==> src/rtl/brt_pkg.sv <==
`timescale 1ns/1ps
package brt_pkg;
  typedef enum logic [1:0] {
    TRK_IDLE,
    TRK_WAIT,
    TRK_PARK,
    TRK_HELD
  } trk_state_e;
endpackage

==> src/rtl/brt_ctrl_reg.sv <==
`timescale 1ns/1ps
module brt_ctrl_reg #(
  parameter int DATA_W      = 32,
  parameter int LIMIT_W     = 12,
  parameter int LIMIT_LSB   = 16,
  parameter int HRST_BIT    = 11,
  parameter int LOCK_CYCLES = 32,
  parameter logic [LIMIT_W-1:0] LIMIT_RST = '1
) (
  input  logic               clk,
  input  logic               rst,
  input  logic               reg_wr,
  input  logic               reg_rd,
  input  logic [DATA_W-1:0]  reg_wdata,
  output logic [DATA_W-1:0]  reg_rdata,
  output logic               reg_ack,
  output logic               reg_retry,
  output logic [LIMIT_W-1:0] limit_q,
  output logic               hrst_q,
  output logic               reload
);
  localparam int LOCK_W = $clog2(LOCK_CYCLES);
  localparam logic [LOCK_W-1:0] LOCK_LAST = LOCK_W'(LOCK_CYCLES - 1);

  logic [LOCK_W-1:0] lock_cnt;
  logic [DATA_W-1:0] word;

  always_comb begin
    word = '0;
    word[LIMIT_LSB +: LIMIT_W] = limit_q;
    word[HRST_BIT] = hrst_q;
  end

  always_ff @(posedge clk) begin
    if (rst) begin
      limit_q   <= LIMIT_RST;
      hrst_q    <= 1'b0;
      lock_cnt  <= '0;
      reload    <= 1'b0;
      reg_ack   <= 1'b0;
      reg_retry <= 1'b0;
      reg_rdata <= '0;
    end else begin
      reg_ack   <= 1'b0;
      reg_retry <= 1'b0;
      reload    <= 1'b0;
      if (hrst_q) begin
        if (lock_cnt == LOCK_LAST) begin
          hrst_q   <= 1'b0;
          lock_cnt <= '0;
        end else begin
          lock_cnt <= lock_cnt + 1'b1;
        end
        if (reg_wr || reg_rd) reg_retry <= 1'b1;
      end else if (reg_wr) begin
        limit_q <= reg_wdata[LIMIT_LSB +: LIMIT_W];
        reg_ack <= 1'b1;
        if (reg_wdata[HRST_BIT]) begin
          hrst_q <= 1'b1;
          reload <= 1'b1;
        end
      end else if (reg_rd) begin
        reg_ack   <= 1'b1;
        reg_rdata <= word;
      end
    end
  end


  lock_no_write_chk: assert property (@(posedge clk) disable iff (rst)
    (hrst_q && reg_wr) |=> (reg_retry && !reg_ack && $stable(limit_q)));


  reload_pulse_chk: assert property (@(posedge clk) disable iff (rst)
    reload |=> !reload);


  lock_len_chk: assert property (@(posedge clk) disable iff (rst)
    $fell(hrst_q) |-> ($past(lock_cnt) == LOCK_LAST));


  ack_excl_chk: assert property (@(posedge clk) disable iff (rst)
    !(reg_ack && reg_retry));
endmodule

==> src/rtl/brt_wait_fsm.sv <==
`timescale 1ns/1ps
module brt_wait_fsm
  import brt_pkg::*;
#(
  parameter int LIMIT_W = 12
) (
  input  logic               clk,
  input  logic               rst,
  input  logic [LIMIT_W-1:0] limit,
  input  logic               lb_rd_req,
  input  logic               lb_rd_same,
  input  logic               pci_done,
  output logic               lb_rd_ack,
  output logic               lb_rd_retry,
  output logic               pci_pending
);
  trk_state_e         st;
  logic [LIMIT_W-1:0] wait_cnt;

  always_ff @(posedge clk) begin
    if (rst) begin
      st          <= TRK_IDLE;
      wait_cnt    <= '0;
      lb_rd_ack   <= 1'b0;
      lb_rd_retry <= 1'b0;
    end else begin
      lb_rd_ack   <= 1'b0;
      lb_rd_retry <= 1'b0;
      case (st)
        TRK_IDLE: if (lb_rd_req) begin
          st       <= TRK_WAIT;
          wait_cnt <= '0;
        end
        TRK_WAIT: begin
          if (pci_done) begin
            lb_rd_ack <= 1'b1;
            st        <= TRK_IDLE;
          end else if ((limit != '0) && (wait_cnt >= limit)) begin
            lb_rd_retry <= 1'b1;
            st          <= TRK_PARK;
          end else begin
            wait_cnt <= wait_cnt + 1'b1;
          end
        end
        TRK_PARK: begin
          if (pci_done && lb_rd_same) begin
            lb_rd_ack <= 1'b1;
            st        <= TRK_IDLE;
          end else if (pci_done) begin
            st <= TRK_HELD;
          end else if (lb_rd_same) begin
            st       <= TRK_WAIT;
            wait_cnt <= '0;
          end
        end
        default: if (lb_rd_same) begin
          lb_rd_ack <= 1'b1;
          st        <= TRK_IDLE;
        end
      endcase
    end
  end

  assign pci_pending = (st == TRK_WAIT) || (st == TRK_PARK);


  ack_retry_excl_chk: assert property (@(posedge clk) disable iff (rst)
    !(lb_rd_ack && lb_rd_retry));


  zero_limit_chk: assert property (@(posedge clk) disable iff (rst)
    lb_rd_retry |-> ($past(limit) != '0));


  retry_keeps_pending_chk: assert property (@(posedge clk) disable iff (rst)
    lb_rd_retry |-> pci_pending);


  held_ack_chk: assert property (@(posedge clk) disable iff (rst)
    (st == TRK_HELD && lb_rd_same) |=> lb_rd_ack);
endmodule

==> src/rtl/brt_limit_chk.sv <==
`timescale 1ns/1ps
module brt_limit_chk #(
  parameter int LIMIT_W   = 12,
  parameter int SEL_W     = 2,
  parameter int BASE_LOG2 = 9,
  parameter int GUARD     = 16
) (
  input  logic               clk,
  input  logic               rst,
  input  logic [LIMIT_W-1:0] limit,
  input  logic [SEL_W-1:0]   tmo_sel,
  output logic               limit_over
);
  localparam logic [SEL_W-1:0] SEL_FULL = '1;

  logic [LIMIT_W:0] span;
  logic [LIMIT_W:0] max_lim;

  always_comb begin
    span = (LIMIT_W+1)'(1) << (BASE_LOG2 + int'(tmo_sel));
    if (tmo_sel == SEL_FULL) max_lim = {1'b0, {LIMIT_W{1'b1}}};
    else                     max_lim = span - (LIMIT_W+1)'(GUARD);
  end

  always_ff @(posedge clk) begin
    if (rst) limit_over <= 1'b0;
    else     limit_over <= ({1'b0, limit} > max_lim);
  end


  full_window_chk: assert property (@(posedge clk) disable iff (rst)
    ($past(tmo_sel) == SEL_FULL) |-> !limit_over);
endmodule

==> src/rtl/bridge_read_retry.sv <==
`timescale 1ns/1ps
module bridge_read_retry #(
  parameter int DATA_W      = 32,
  parameter int LIMIT_W     = 12,
  parameter int LIMIT_LSB   = 16,
  parameter int HRST_BIT    = 11,
  parameter int LOCK_CYCLES = 32,
  parameter int SEL_W       = 2
) (
  input  logic              clk,
  input  logic              rst,
  input  logic              reg_wr,
  input  logic              reg_rd,
  input  logic [DATA_W-1:0] reg_wdata,
  output logic [DATA_W-1:0] reg_rdata,
  output logic              reg_ack,
  output logic              reg_retry,
  input  logic              lb_rd_req,
  input  logic              lb_rd_same,
  input  logic              pci_done,
  output logic              lb_rd_ack,
  output logic              lb_rd_retry,
  output logic              pci_pending,
  output logic              bridge_rst,
  output logic              eeprom_reload,
  input  logic [SEL_W-1:0]  bus_tmo_sel,
  output logic              limit_over
);
  logic [LIMIT_W-1:0] limit;
  logic               hrst;
  logic               trk_rst;

  assign trk_rst    = rst || hrst;
  assign bridge_rst = hrst;

  brt_ctrl_reg #(
    .DATA_W(DATA_W), .LIMIT_W(LIMIT_W), .LIMIT_LSB(LIMIT_LSB),
    .HRST_BIT(HRST_BIT), .LOCK_CYCLES(LOCK_CYCLES)
  ) u_ctrl (
    .clk(clk), .rst(rst), .reg_wr(reg_wr), .reg_rd(reg_rd),
    .reg_wdata(reg_wdata), .reg_rdata(reg_rdata), .reg_ack(reg_ack),
    .reg_retry(reg_retry), .limit_q(limit), .hrst_q(hrst),
    .reload(eeprom_reload)
  );

  brt_wait_fsm #(.LIMIT_W(LIMIT_W)) u_fsm (
    .clk(clk), .rst(trk_rst), .limit(limit), .lb_rd_req(lb_rd_req),
    .lb_rd_same(lb_rd_same), .pci_done(pci_done), .lb_rd_ack(lb_rd_ack),
    .lb_rd_retry(lb_rd_retry), .pci_pending(pci_pending)
  );

  brt_limit_chk #(.LIMIT_W(LIMIT_W), .SEL_W(SEL_W)) u_lchk (
    .clk(clk), .rst(rst), .limit(limit), .tmo_sel(bus_tmo_sel),
    .limit_over(limit_over)
  );


  hrst_drops_read_chk: assert property (@(posedge clk) disable iff (rst)
    hrst |=> !pci_pending);
endmodule

==> config.mk <==
export PLATFORM = sky130hd
export DESIGN_NAME = bridge_read_retry
export DESIGN_NICKNAME = d
export VERILOG_FILES = /design/src/rtl/brt_pkg.sv /design/src/rtl/brt_ctrl_reg.sv /design/src/rtl/brt_wait_fsm.sv /design/src/rtl/brt_limit_chk.sv /design/src/rtl/bridge_read_retry.sv
export SDC_FILE = /design/constraint.sdc
export NUM_CORES = 1
export LEC_CHECK = 0
export BUFFER_PORTS_ARGS = -buffer_cell sky130_fd_sc_hd__buf_4
export CORE_ASPECT_RATIO = 0.7
export CORE_UTILIZATION = 44
export CTS_BUF_LIST = sky130_fd_sc_hd__clkbuf_8
export DETAILED_ROUTE_END_ITERATION = 12
export GPL_TIMING_DRIVEN = 0
export PLACE_DENSITY_LB_ADDON = 0.3
export SLEW_MARGIN = 25
export SYNTH_ARGS = -nofsm -noshare
export SYNTH_HDL_FRONTEND = slang
export SYNTH_SLANG_ARGS = --single-unit
==> constraint.sdc <==
create_clock -name clk -period 2.1 [get_ports clk]
set_input_delay 0.525 -clock clk [delete_from_list [all_inputs] [get_ports clk]]
set_output_delay 0.525 -clock clk [all_outputs]
set_load 0.1 [all_outputs]
== Word level (Yosys, flattened, before mapping) ==
Index checks and enable logic that the tools add are counted.
Widths: inputs -> output; s select.
Storage, ports and cells
  input port bits: 41
  flip-flop bits (word level): 50
Operators by class
  multiplexer cells: 29
  $add $sub $neg: 4
  equality and inequality tests: 12
  shift-type cells: 1
  bitwise gates (word level): 3
  reduce and logical (&&, ||, !) cells: 16
  magnitude comparators: 2
Operators with widths (count)
  $mux 12: 6
  $pmux 12 s3: 1
  $shl 1x32->13 const A: 1
  $mux 2: 7
  $gt 12x13->1: 1
  $mux 13: 1
  $sub 13x5->13 const B: 1
  $add 12x1->12 const B: 1
  $ge 12x12->1: 1
  $ne 2x2->1 const B: 6
  $reduce_bool 12->1: 1
  $mux 1: 11
  $reduce_and 7->1: 1
  $pmux 2 s3: 1
  $add 4x2->5 const A: 1
  $add 5x1->5 const B: 1
  $eq 5x5->1 const B: 1
  $mux 5: 1
  $eq 2x2->1 const B: 2
  $ne 4x3->1 const B: 1
  $reduce_and 4->1: 1
  $reduce_bool 4->1: 1
  $reduce_or 2->1: 2
  $logic_or 1x1->1: 3
  other kinds (10): 13

== Depth between registers and ports, before layout ==
Gate-level depths: netlist of run 1.
  depth in word-level cells: 5
  gate-level depth with buffers: 9
  depth with buffers taken out: 9

== By module ==
A second synthesis of run 1 with hierarchy kept.
Unflattened totals
  cell total of the unflattened synthesis: 332
  area total of the unflattened synthesis: 3012.9 µm²
Modules (own cells, without submodules)
  brt_ctrl_reg: cells an instance 137, instances 1, area an instance 1416.4 µm², seq. area each 660.6 µm²
  brt_wait_fsm: cells an instance 161, instances 1, area an instance 1327.5 µm², seq. area each 320.3 µm²
  brt_limit_chk: cells an instance 33, instances 1, area an instance 262.8 µm², seq. area each 20.0 µm²
  bridge_read_retry: cells an instance 1, instances 1, area an instance 6.3 µm², seq. area each 0.0 µm²

== Worst setup path after synthesis of run 1 ==
OpenSTA, ideal clock, no wires.
  kind: register to register
  start point: register u_fsm.st[0]
  end point: register u_fsm.st[0]
  arrival: 2.082 ns
  required time: 1.986 ns
  path buffers: 0
  slack: -0.097 ns
  cell stages (with the launch flop): 9
  clock period less this slack: 2.197 ns
  cell sequence: dfxtp_1 > inv_1 > ha_1 > nor2_1 > a21oi_1 > o221ai_1 > a21oi_1 > mux2i_1 > nor2_1
On the way
  word-level cells in the longest chain between the ends: 3
  elaborated cells between the ends (all ways): 9
  classes of those cells: eq/ne (5); mux (1); reduce/logical (3)
Ends and longest elaborated chain
  start, declared: RTL line brt_wait_fsm.sv:17  | trk_state_e st;
  start signal, assigned: RTL line brt_wait_fsm.sv:22  | st <= TRK_IDLE;
  start signal, assigned: RTL line brt_wait_fsm.sv:31  | st <= TRK_WAIT;
  start signal, assigned: RTL line brt_wait_fsm.sv:37  | st <= TRK_IDLE;
  $eq 2x2->1 (tied with other cells): RTL line brt_wait_fsm.sv:29  | case (st)
  $ne 4x3->1 (no line) (tied with other cells)
  $reduce_and 4->1 (no line)
Parallel ways exist; a longest one is shown, timed or not.
A chain may end at the register's enable or synchronous reset.

== Worst setup path after layout of run 1 ==
  start point: register u_ctrl.limit_q[1]
  end point: register u_fsm.wait_cnt[8]
On the way
  word-level cells in the longest chain between the ends: 4
  elaborated cells between the ends (all ways): 5
  classes of those cells: order compare (1); eq/ne (1); reduce/logical (3)
Ends and longest elaborated chain
  start, declared: RTL line brt_ctrl_reg.sv:18  | output logic [LIMIT_W-1:0] limit_q,
  start signal, assigned: RTL line brt_ctrl_reg.sv:56  | limit_q <= reg_wdata[LIMIT_LSB +: LIMIT_W];
  $ge 12x12->1 / $reduce_bool 12->1 (equally long branches): RTL line brt_wait_fsm.sv:38  | end else if ((limit != '0) && (wait_cnt >= limit)) begin
  $logic_and 1x1->1 (*): RTL line brt_wait_fsm.sv:38
  $ne 2x2->1 (no line) (*)
  $reduce_and 7->1 (no line) (*)
  end signal, assigned: RTL line brt_wait_fsm.sv:42  | wait_cnt <= wait_cnt + 1'b1;
  end, declared: RTL line brt_wait_fsm.sv:18  | logic [LIMIT_W-1:0] wait_cnt;
Mark *: on every way between the ends. The rest lies on a longest branch, timed or not.

==> results.py, run 1 <==
metrics = {
    "drt": {
        "dr.first_iter.drc_count": 132,
        "route.detailed.drc": 8,
        "dr.pass1.iters": 8,
        "ant_nets": 0,
        "routed_wl_um": 7080,
        "avgRoutedWirePerCell_um": 14.1,
        "vias": 2586,
        "viasPerCell": 5.16,
    },
    "synth": {
        "ys_ff_latch": 50,
        "synth_top_cells_by_area": "dfxtp_1, ha_1, a21oi_1, buf_4, nand2_1",
        "syn_avg_cell_area_um2": 8.25,
        "ys_seq_area_share_pct": 35.5,
        "synth_edf_count": 0,
        "yosysWarnings": 0,
        "syn-instance-count": 342,
        "synthArstFlopShare_pct": 0,
        "syn_area_um2": 2820,
        "yosys.area.top_type": "dfxtp_1",
        "synth_cell_types": 46,
        "ys.flop_type": "dfxtp_1",
        "synth_top_cell_area_share_pct": 35.5,
    },
    "layout": {
        "antenna_cells": 0,
        "nFillCells": 562,
        "layout_commonest_cell": "buf_4",
        "final_cell_area_um2": 3760,
        "nets": 492,
        "final_cell_mix": "buf_4, nand2_1, dfxtp_1",
        "syn_to_final_growth_pct": 33.3,
        "drive_above_1_share_pct": 31.4,
    },
    "power_and_ir_drop": {
        "power.leakage_nw": 1.67,
        "power_switching_share_pct": 40.4,
        "p_int_mw": 1.55,
        "irDropWorstVdd_v": 0.000385,
        "seq_power_share_pct": 41.1,
        "comb_power_share_pct": 35.6,
        "power.density_nw_per_um2": 690,
        "switching_power_mw": 1.05,
        "p_total_mw": 2.60,
        "pwr-share-clk_pct": 23.4,
    },
    "worst_hold_path": {
        "hold_path_class": "in2reg",
    },
    "worst_setup_path": {
        "end_kind": "flip-flop",
        "cp_cell_sequence": "inv_1 -> ha_2 -> o21ai_2 -> o21ai_2 -> a31oi_4 -> a31oi_4 -> or3_1 -> a21oi_1",
        "crit_arrival_ns": 2.29,
        "cpPeakStageDelay_ns": 0.37,
        "crit_required_ns": 2.34,
        "path_buf_inv": 1,
        "critPathTopFamily": "compound AO/OA/AOI/OAI gates",
        "slowest_stage": "dfxtp_4",
        "critPathKind": "reg2reg",
        "startpoint_type": "flip-flop",
        "cp_max_fo": 7,
    },
    "cts": {
        "cts_sinks": 50,
        "cts_tree": "yes",
        "clk_pin_slew_ns": 0.10,
        "h-tree-depth": 2,
        "clk_latency_ns": 0.31,
        "ctsLongestPathBuffers": 2,
        "cts_buffers": 5,
        "root_buffer": "clkbuf_8",
    },
    "sta": {
        "hold_viol": 0,
        "setup-violations-final": 0,
        "period_share_pct": 97.9,
        "post-route-min-period_ns": 2.06,
        "timing.fmax_mhz": 486,
        "report.final.slew_viol_count": 0,
        "finClkSkew_ns": 0.00829,
    },
    "die": {
        "die_y_um": 69.0,
        "rows": 24,
        "io_pins": 81,
        "dieArea_um2": 6740,
        "coreArea_um2": 6220,
        "die_w_um": 97.7,
        "start_util_pct": 45.4,
    },
    "global_routing": {
        "gr-usage-all-layers_pct": 19.9,
        "grt-ovfl-total": 0,
        "antenna_found_initial": 0,
        "grt_max_degree": 16,
        "grt_pass1_vias": 2281,
        "grt_pass1_wl_um": 10800,
    },
    "placed_design": {
        "portBuffers": 40,
        "place_area_um2": 3290,
        "dpl.hpwl_um": 5040,
        "gp_congestion": 0.835,
    },
    "outcome": {
        "violations": "DRC",
        "status": "complete, but fails checks",
    },
    "run": {
        "drv_cap": 0,
    },
}
[cell usage after synthesis (2+ instances only)]
cell type / count
nor4_1: 3
mux2i_1: 4
or3_1: 8
nor3b_1: 3
nor2b_1: 3
ha_1: 29
a21oi_1: 36
buf_4: 20
a211oi_2: 2
a211o_1: 13
o21ai_1: 3
a21boi_1: 2
and2_1: 3
a211oi_1: 2
nand2b_1: 5
or2_2: 2
and3_1: 4
nand3_1: 3
nand4_1: 4
nor2_1: 35
clkbuf_1: 11
o21a_1: 3
inv_1: 22
o21ai_0: 15
dfxtp_1: 50
nand2_1: 37
[cell type report]
type / instances / area (um^2) / share of cell area (%)
Tap cell: 78 / 97.6 / 2.59
Timing Repair Buffer: 53 / 398 / 10.6
Sequential cell: 50 / 1040 / 27.7
Inverter: 22 / 82.6 / 2.19
Buffer: 31 / 193 / 5.12
Clock buffer: 6 / 82.6 / 2.19
Clock inverter: 2 / 12.5 / 0.333
Multi-Input combinational cell: 259 / 1850 / 49.3
[kinds of logic (layout without fill, tap and decap cells)]
group / Yosys count / in the layout / synth area share [%]
AND/OR/NAND/NOR: 120 / 120 / 21.1
AO/OA/AOI/OAI: 84 / 85 / 19.0
buffers and inverters: 53 / 114 / 9.71
flip-flops: 50 / 50 / 35.5
adder cells (fa/ha/maj): 29 / 29 / 12.9
multiplexers: 4 / 4 / 1.42
other: 1 / 20 / 0.133
XOR/XNOR: 1 / 1 / 0.310
[sequential cells by signal (all words and copies together) (netlist names), 2 cells and up]
name              cells
u_ctrl.limit_q       12
u_fsm.wait_cnt       12
u_ctrl.reg_rdata     12
u_fsm.st              2
u_ctrl.lock_cnt       5
[what timing repair did]
action	in CTS	in global routing
hold buffers	0	0
pin swaps	0	20
endpoints found under the setup margin	13	15
setup buffers	1	12
gates resized for setup	12	54
cloned	0	1
[path summary, 6_finish.rpt]
path	startpoint	end	slack, ns	cells past startpoint
max	u_ctrl.limit_q[1]	u_fsm.wait_cnt[8]	0.04	8
min	reg_wdata[19]	u_ctrl.limit_q[3]	0.42	2
max reg2reg	u_ctrl.limit_q[1]	u_fsm.wait_cnt[8]	0.04	8
min reg2reg	u_ctrl.reg_rdata[19]	u_ctrl.reg_rdata[19]	0.46	2
[worst register-to-register path, delay by kind of cell, from the launching register on]
kind	cells	cell delay, ns
and+or+nand+nor	1	0.37
AOI/OAI and AO/OA	5	0.88
buffers and inverters	1	0.08
adders and majority gates	1	0.28
DFF	1	0.37
[power by group through the flow]
stage	registers, mW	clock network (mW)	logic (mW)
3_3_place_gp	1.08	0	0.811
2_1_floorplan	1.24	0	0.502
6_report	1.07	0.606	0.924
5_1_grt	1.07	0.670	0.987
4_1_cts	1.06	0.617	0.841
3_5_place_dp	1.08	0	0.826
[metal layers]
metal | GRT usage [%] | share of wire [%] | up-vias
met5 | 0 | 0 | -
met4 | 5.05 | 0.81 | 0
met3 | 4.46 | 5.1 | 7
met2 | 30.4 | 45 | 63
met1 | 28.2 | 49 | 1212
li1 | - | - | 1304
[metrics by stage]
stage          util (%)   TNS, ns  cells  worst slack [ns]  hold slack [ns]
2_1_floorplan         -         0    361             0.102            0.445
3_3_place_gp       53.0     -1.39    479            -0.134            0.447
4_1_cts            55.4  -0.00950    488          -0.00950            0.413
6_report           60.5         0    501            0.0433            0.416
5_1_grt            60.5    -0.248    501           -0.0778            0.408
3_5_place_dp       53.0     -1.60    479            -0.171            0.449
Note: power is estimated with default switching activity, not from simulation.
==> inputs of run 2 (changes only) <==
Settings changed: CORE_ASPECT_RATIO 0.7 to 1.5, PLACE_DENSITY set to 0.77, PLACE_DENSITY_LB_ADDON 0.3 to unset.
==> results.py, run 2 (synthesis gave the netlist of run 1 again) <==
metrics = {
    "outcome": {
        "status": "complete, no violations",
    },
    "worst_setup_path": {
        "crit_arrival_ns": 2.28,
        "cp_max_fo": 9,
        "cp_cell_sequence": "inv_1 -> ha_1 -> nor3b_2 -> o21ai_2 -> a31oi_4 -> a21oi_4 -> or3_1 -> a21oi_1",
        "end_kind": "flip-flop",
        "crit_required_ns": 2.35,
        "critPathKind": "reg2reg",
        "reg2reg_depth": 8,
        "reg2reg_slack_ns": 0.07,
        "crit_start": "u_fsm.wait_cnt[0]",
        "worstReg2RegEnd": "u_fsm.wait_cnt[11]",
        "slowest_stage": "dfxtp_4",
        "path_buf_inv": 1,
        "startpoint_type": "flip-flop",
        "cpPeakStageDelay_ns": 0.38,
        "critPathTopFamily": "compound AO/OA/AOI/OAI gates",
        "r2r_start": "u_fsm.wait_cnt[0]",
    },
    "cts": {
        "h-tree-depth": 2,
        "cts_buffers": 5,
        "clk_latency_ns": 0.31,
        "ctsLongestPathBuffers": 2,
        "root_buffer": "clkbuf_8",
        "cts_tree": "yes",
        "ctsHoldBuffers": 0,
        "clk_pin_slew_ns": 0.09,
        "cts_sinks": 50,
    },
    "sta": {
        "setup_ws_ns": 0.0687,
        "report.final.slew_viol_count": 0,
        "post-route-min-period_ns": 2.03,
        "whs_ns": 0.411,
        "finClkSkew_ns": 0.00980,
        "hold_viol": 0,
        "period_share_pct": 96.7,
        "rsz0062_at_grt": "yes",
        "timing.fmax_mhz": 492,
        "setup-violations-final": 0,
    },
    "die": {
        "start_util_pct": 45.7,
        "io_pins": 81,
        "die_y_um": 100,
        "coreArea_um2": 6170,
        "die_w_um": 67.4,
        "dieArea_um2": 6750,
        "rows": 35,
    },
    "drt": {
        "avgRoutedWirePerCell_um": 13.3,
        "viasPerCell": 5.24,
        "dr.first_iter.drc_count": 122,
        "dr.pass1.iters": 4,
        "vias": 2564,
        "routed_wl_um": 6510,
        "ant_nets": 0,
        "route.detailed.drc": 0,
    },
    "placed_design": {
        "portBuffers": 40,
        "pre_cts_ws_ns": -0.144,
        "gp_congestion": 0.921,
        "dpl.hpwl_um": 4940,
        "placedCellCount": 475,
    },
    "layout": {
        "reg.largest.list": "u_ctrl.limit_q (12), u_ctrl.reg_rdata (12), u_fsm.wait_cnt (12)",
        "final_cell_mix": "buf_4, dfxtp_1, nand2_1",
        "nFillCells": 545,
        "fin_cells": 489,
        "drive_above_1_share_pct": 28.7,
        "nets": 484,
        "layout_commonest_cell": "buf_4",
        "syn_to_final_growth_pct": 29.1,
        "antenna_cells": 0,
    },
    "worst_hold_path": {
        "hold_path_class": "in2reg",
        "hold_path_end": "u_ctrl.limit_q[4]",
        "holdPathStages": 2,
        "min-delay-start": "reg_wdata[20]",
    },
    "global_routing": {
        "gr-usage-all-layers_pct": 20.3,
        "grt_pass1_vias": 2391,
        "antenna_found_initial": 0,
        "grt_max_degree": 16,
        "grt-ovfl-total": 0,
        "grt_pass1_wl_um": 10500,
    },
    "power_and_ir_drop": {
        "power.density_nw_per_um2": 722,
        "irDropWorstVdd_v": 0.000435,
        "power.leakage_nw": 1.63,
    },
    "run": {
        "drv_cap": 0,
    },
}
==> run 2: changes by cell type in the layout (fill, tap and decap cells not counted), moves of 2 or more <==
| cell | change |
|---|---|
| o21ai_4 | -2 |
| dfxtp_2 | +3 |
| a211oi_4 | -2 |
| a211oi_2 | +2 |
| o21ai_2 | +2 |
| dfxtp_1 | +3 |
| dfxtp_4 | -6 |
| buf_4 | -7 |
==> run 2: area by class of cell <==
class | instances | area, um^2 | area share (%)
Buffer | 31 | 193 | 5.29
Clock buffer | 5 | 68.8 | 1.89
Clock inverter | 3 | 41.3 | 1.13
Inverter | 22 | 82.6 | 2.27
Multi-Input combinational cell | 258 | 1800 | 49.3
Sequential cell | 50 | 1020 | 28.1
Tap cell | 74 | 92.6 | 2.54
Timing Repair Buffer | 46 | 345 | 9.47
==> run 2: per-layer routing <==
layer	wire, um	vias up	global-route usage (%)
li1	-	1283	-
met4	161	0	10.3
met2	3610	56	37.3
met3	249	14	4.55
met5	0	-	0
met1	2490	1211	20.6
==> run 2: worst max path at each step <==
stage | slack, ns | to | cells after the start
floorplan | 0.10 | u_fsm.wait_cnt[3] | 5
detailed placement | -0.14 | u_fsm.wait_cnt[0] | 7
global route | -0.05 | u_fsm.wait_cnt[6] | 8
global placement | -0.13 | u_lchk.limit_over | 10
CTS | 0.008 | u_fsm.wait_cnt[6] | 8
finish | 0.07 | u_fsm.wait_cnt[11] | 8
==> run 2: where the power goes <==
part / switching (mW) / internal (mW)
logic: 0.626 / 0.255
clock network: 0.335 / 0.351
registers: 0.0555 / 1.01
total: 1.02 / 1.62
==> run 2: metrics by stage <==
stage               cell area, um^2  total power [mW]  setup TNS [ns]  utilization (%)
finish                         3640              2.63               0             59.0
global route                   3640              2.75         -0.0720             59.0
CTS                            3450              2.59               0             55.9
detailed placement             3290              1.90           -1.64             53.3
global placement               3290              1.88          -0.930             53.3
floorplan                      2900              1.74               0                -
==> run 2: timing repair <==
action                     in CTS  in global routing
buffers inserted                1                  5
setup endpoints to repair      12                 15
gates resized for setup        12                 37
pin swaps                       0                 15
==> inputs of run 3 (changes only) <==
Settings changed: ABC_AREA set to 1.
==> results.py, run 3 <==
metrics = {
    "outcome": {
        "status": "complete, no violations",
    },
    "sta": {
        "timing.fmax_mhz": 525,
        "post-route-min-period_ns": 1.91,
        "hold_viol": 0,
        "rsz0062_at_grt": "no",
        "setup-violations-final": 0,
        "setup_ws_ns": 0.193,
        "report.final.slew_viol_count": 0,
        "setup_tns_ns": 0,
        "period_share_pct": 90.8,
        "finClkSkew_ns": 0.00714,
    },
    "synth": {
        "synth_edf_count": 0,
        "synth_top_cells_by_count": "nand2_1, dfxtp_1, inv_1, a21oi_1",
        "synth_xor_area_share_pct": 2.07,
        "yosysWarnings": 0,
        "synth-simple-area-share_pct": 23.2,
        "syn_avg_cell_area_um2": 7.45,
        "ys.flop_type": "dfxtp_1",
        "synthArstFlopShare_pct": 0,
        "yosys.area.top_type": "dfxtp_1",
        "synth_top_family_by_area": "simple AND/OR/NAND/NOR gates",
        "synth_cell_types": 34,
        "syn-instance-count": 398,
        "ys_seq_area_share_pct": 33.8,
        "syn_area_um2": 2970,
        "ys_ff_latch": 50,
        "synth_top_cell_area_share_pct": 33.8,
        "synth.most_common_cell": "nand2_1",
        "synth_top_cells_by_area": "dfxtp_1, ha_1, nand2_1, inv_1, a21oi_1",
        "synth_compound_area_share_pct": 15.3,
        "synth_fa_ha_area_share_pct": 12.2,
        "muxShareOfSynthArea_pct": 0,
    },
    "drt": {
        "dr.pass1.iters": 4,
        "dr.first_iter.drc_count": 138,
        "ant_nets": 0,
        "viasPerCell": 5.11,
        "routed_wl_um": 6760,
        "avgRoutedWirePerCell_um": 12.5,
        "route.detailed.drc": 0,
        "vias": 2769,
    },
    "placed_design": {
        "portBuffers": 41,
        "gp_congestion": 0.836,
        "pre_cts_ws_ns": 0.223,
        "placedCellCount": 534,
        "dpl.hpwl_um": 5440,
    },
    "die": {
        "io_pins": 81,
        "die_w_um": 69.0,
        "dieArea_um2": 7080,
        "start_util_pct": 45.7,
        "die_y_um": 103,
        "rows": 36,
        "coreArea_um2": 6490,
    },
    "power_and_ir_drop": {
        "irDropWorstVdd_v": 0.000653,
        "power.density_nw_per_um2": 878,
        "power.leakage_nw": 1.71,
        "p_total_mw": 3.10,
    },
    "layout": {
        "nets": 535,
        "syn_to_final_growth_pct": 18.9,
        "drive_above_1_share_pct": 18.9,
        "layout_commonest_cell": "nand2_1",
        "nFillCells": 616,
        "fin_cells": 542,
        "reg.largest.list": "u_ctrl.limit_q (12), u_ctrl.reg_rdata (12), u_fsm.wait_cnt (12)",
        "final_cell_mix": "nand2_1, buf_4, inv_1",
        "final_util_pct": 54.4,
        "antenna_cells": 0,
    },
    "cts": {
        "ctsHoldBuffers": 0,
        "root_buffer": "clkbuf_8",
        "cts_sinks": 50,
        "h-tree-depth": 2,
        "cts.repair.resized": 0,
        "clk_latency_ns": 0.31,
        "ctsLongestPathBuffers": 2,
        "clk_pin_slew_ns": 0.09,
        "postCtsSetupBuffers": 0,
        "cts_tree": "yes",
        "cts_buffers": 5,
    },
    "global_routing": {
        "grt_pass1_vias": 2767,
        "gr-usage-all-layers_pct": 19.8,
        "grt_pass1_wl_um": 11500,
        "grt_max_degree": 16,
        "grt-ovfl-total": 0,
        "antenna_found_initial": 0,
    },
    "worst_setup_path": {
        "cp_max_fo": 4,
        "crit_arrival_ns": 1.38,
        "end_kind": "output port",
        "worstReg2RegEnd": "u_fsm.st[0]",
        "crit_required_ns": 1.57,
        "r2r_start": "u_ctrl.limit_q[11]",
        "reg2reg_slack_ns": 0.23,
        "crit_start": "u_fsm.st[1]",
        "critPathKind": "reg2out",
        "startpoint_type": "flip-flop",
        "reg2reg_depth": 13,
    },
    "worst_hold_path": {
        "hold_path_class": "in2reg",
        "min-delay-start": "reg_wdata[17]",
        "hold_path_end": "u_ctrl.limit_q[1]",
        "holdPathStages": 3,
    },
    "run": {
        "drv_cap": 0,
    },
}
==> run 3: kinds of logic after synthesis <==
| family | after synthesis |
|---|---|
| AND/OR/NAND/NOR | 153 |
| AO/OA/AOI/OAI | 78 |
| buffers and inverters | 80 |
| flip-flops | 50 |
| other | 1 |
| XOR/XNOR | 7 |
| adder cells (fa/ha/maj) | 29 |
==> run 3: area by class of cell <==
type | count | area, um^2 | share of cell area, %
Buffer | 30 | 206 | 5.86
Clock buffer | 5 | 68.8 | 1.95
Clock inverter | 3 | 17.5 | 0.497
Inverter | 50 | 188 | 5.32
Multi-Input combinational cell | 287 | 1640 | 46.6
Sequential cell | 50 | 1000 | 28.4
Tap cell | 76 | 95.1 | 2.70
Timing Repair Buffer | 41 | 308 | 8.73
==> run 3: per-layer routing <==
| metal | global-route usage (%) | vias up | routed length, um |
|---|---|---|---|
| met5 | 0 | - | 0 |
| met4 | 11.6 | 0 | 222 |
| met2 | 39.3 | 75 | 3650 |
| met1 | 19.1 | 1265 | 2590 |
| met3 | 3.52 | 20 | 293 |
| li1 | - | 1409 | - |
==> run 3: stage by stage <==
stage | hold slack [ns] | cell area (um^2)
2_1_floorplan | 0.423 | 3040
3_3_place_gp | 0.432 | 3440
3_5_place_dp | 0.471 | 3440
4_1_cts | 0.425 | 3530
5_1_grt | 0.427 | 3530
6_report | 0.428 | 3530
==> run 3: where the power goes <==
group,internal (mW),total [mW],switching (mW)
clock network,0.231,0.553,0.322
logic,0.387,1.44,1.05
registers,1.03,1.11,0.0737
==> run 3: worst max-delay path: stages (launching register included) <==
cell and delay, ns:
dfxtp_1 0.39, inv_1 0.09, ha_1 0.30, buf_4 0.29
==> run 3: worst max path at each step <==
| stage | to | slack, ns | depth (start not counted) |
|---|---|---|---|
| finish | pci_pending | 0.19 | 3 |
| detailed placement | u_lchk.limit_over | 0.22 | 7 |
| CTS | pci_pending | 0.18 | 3 |
| floorplan | u_fsm.wait_cnt[10] | 0.16 | 4 |
| global placement | u_fsm.st[0] | 0.27 | 13 |
| global route | u_fsm.st[0] | 0.03 | 13 |
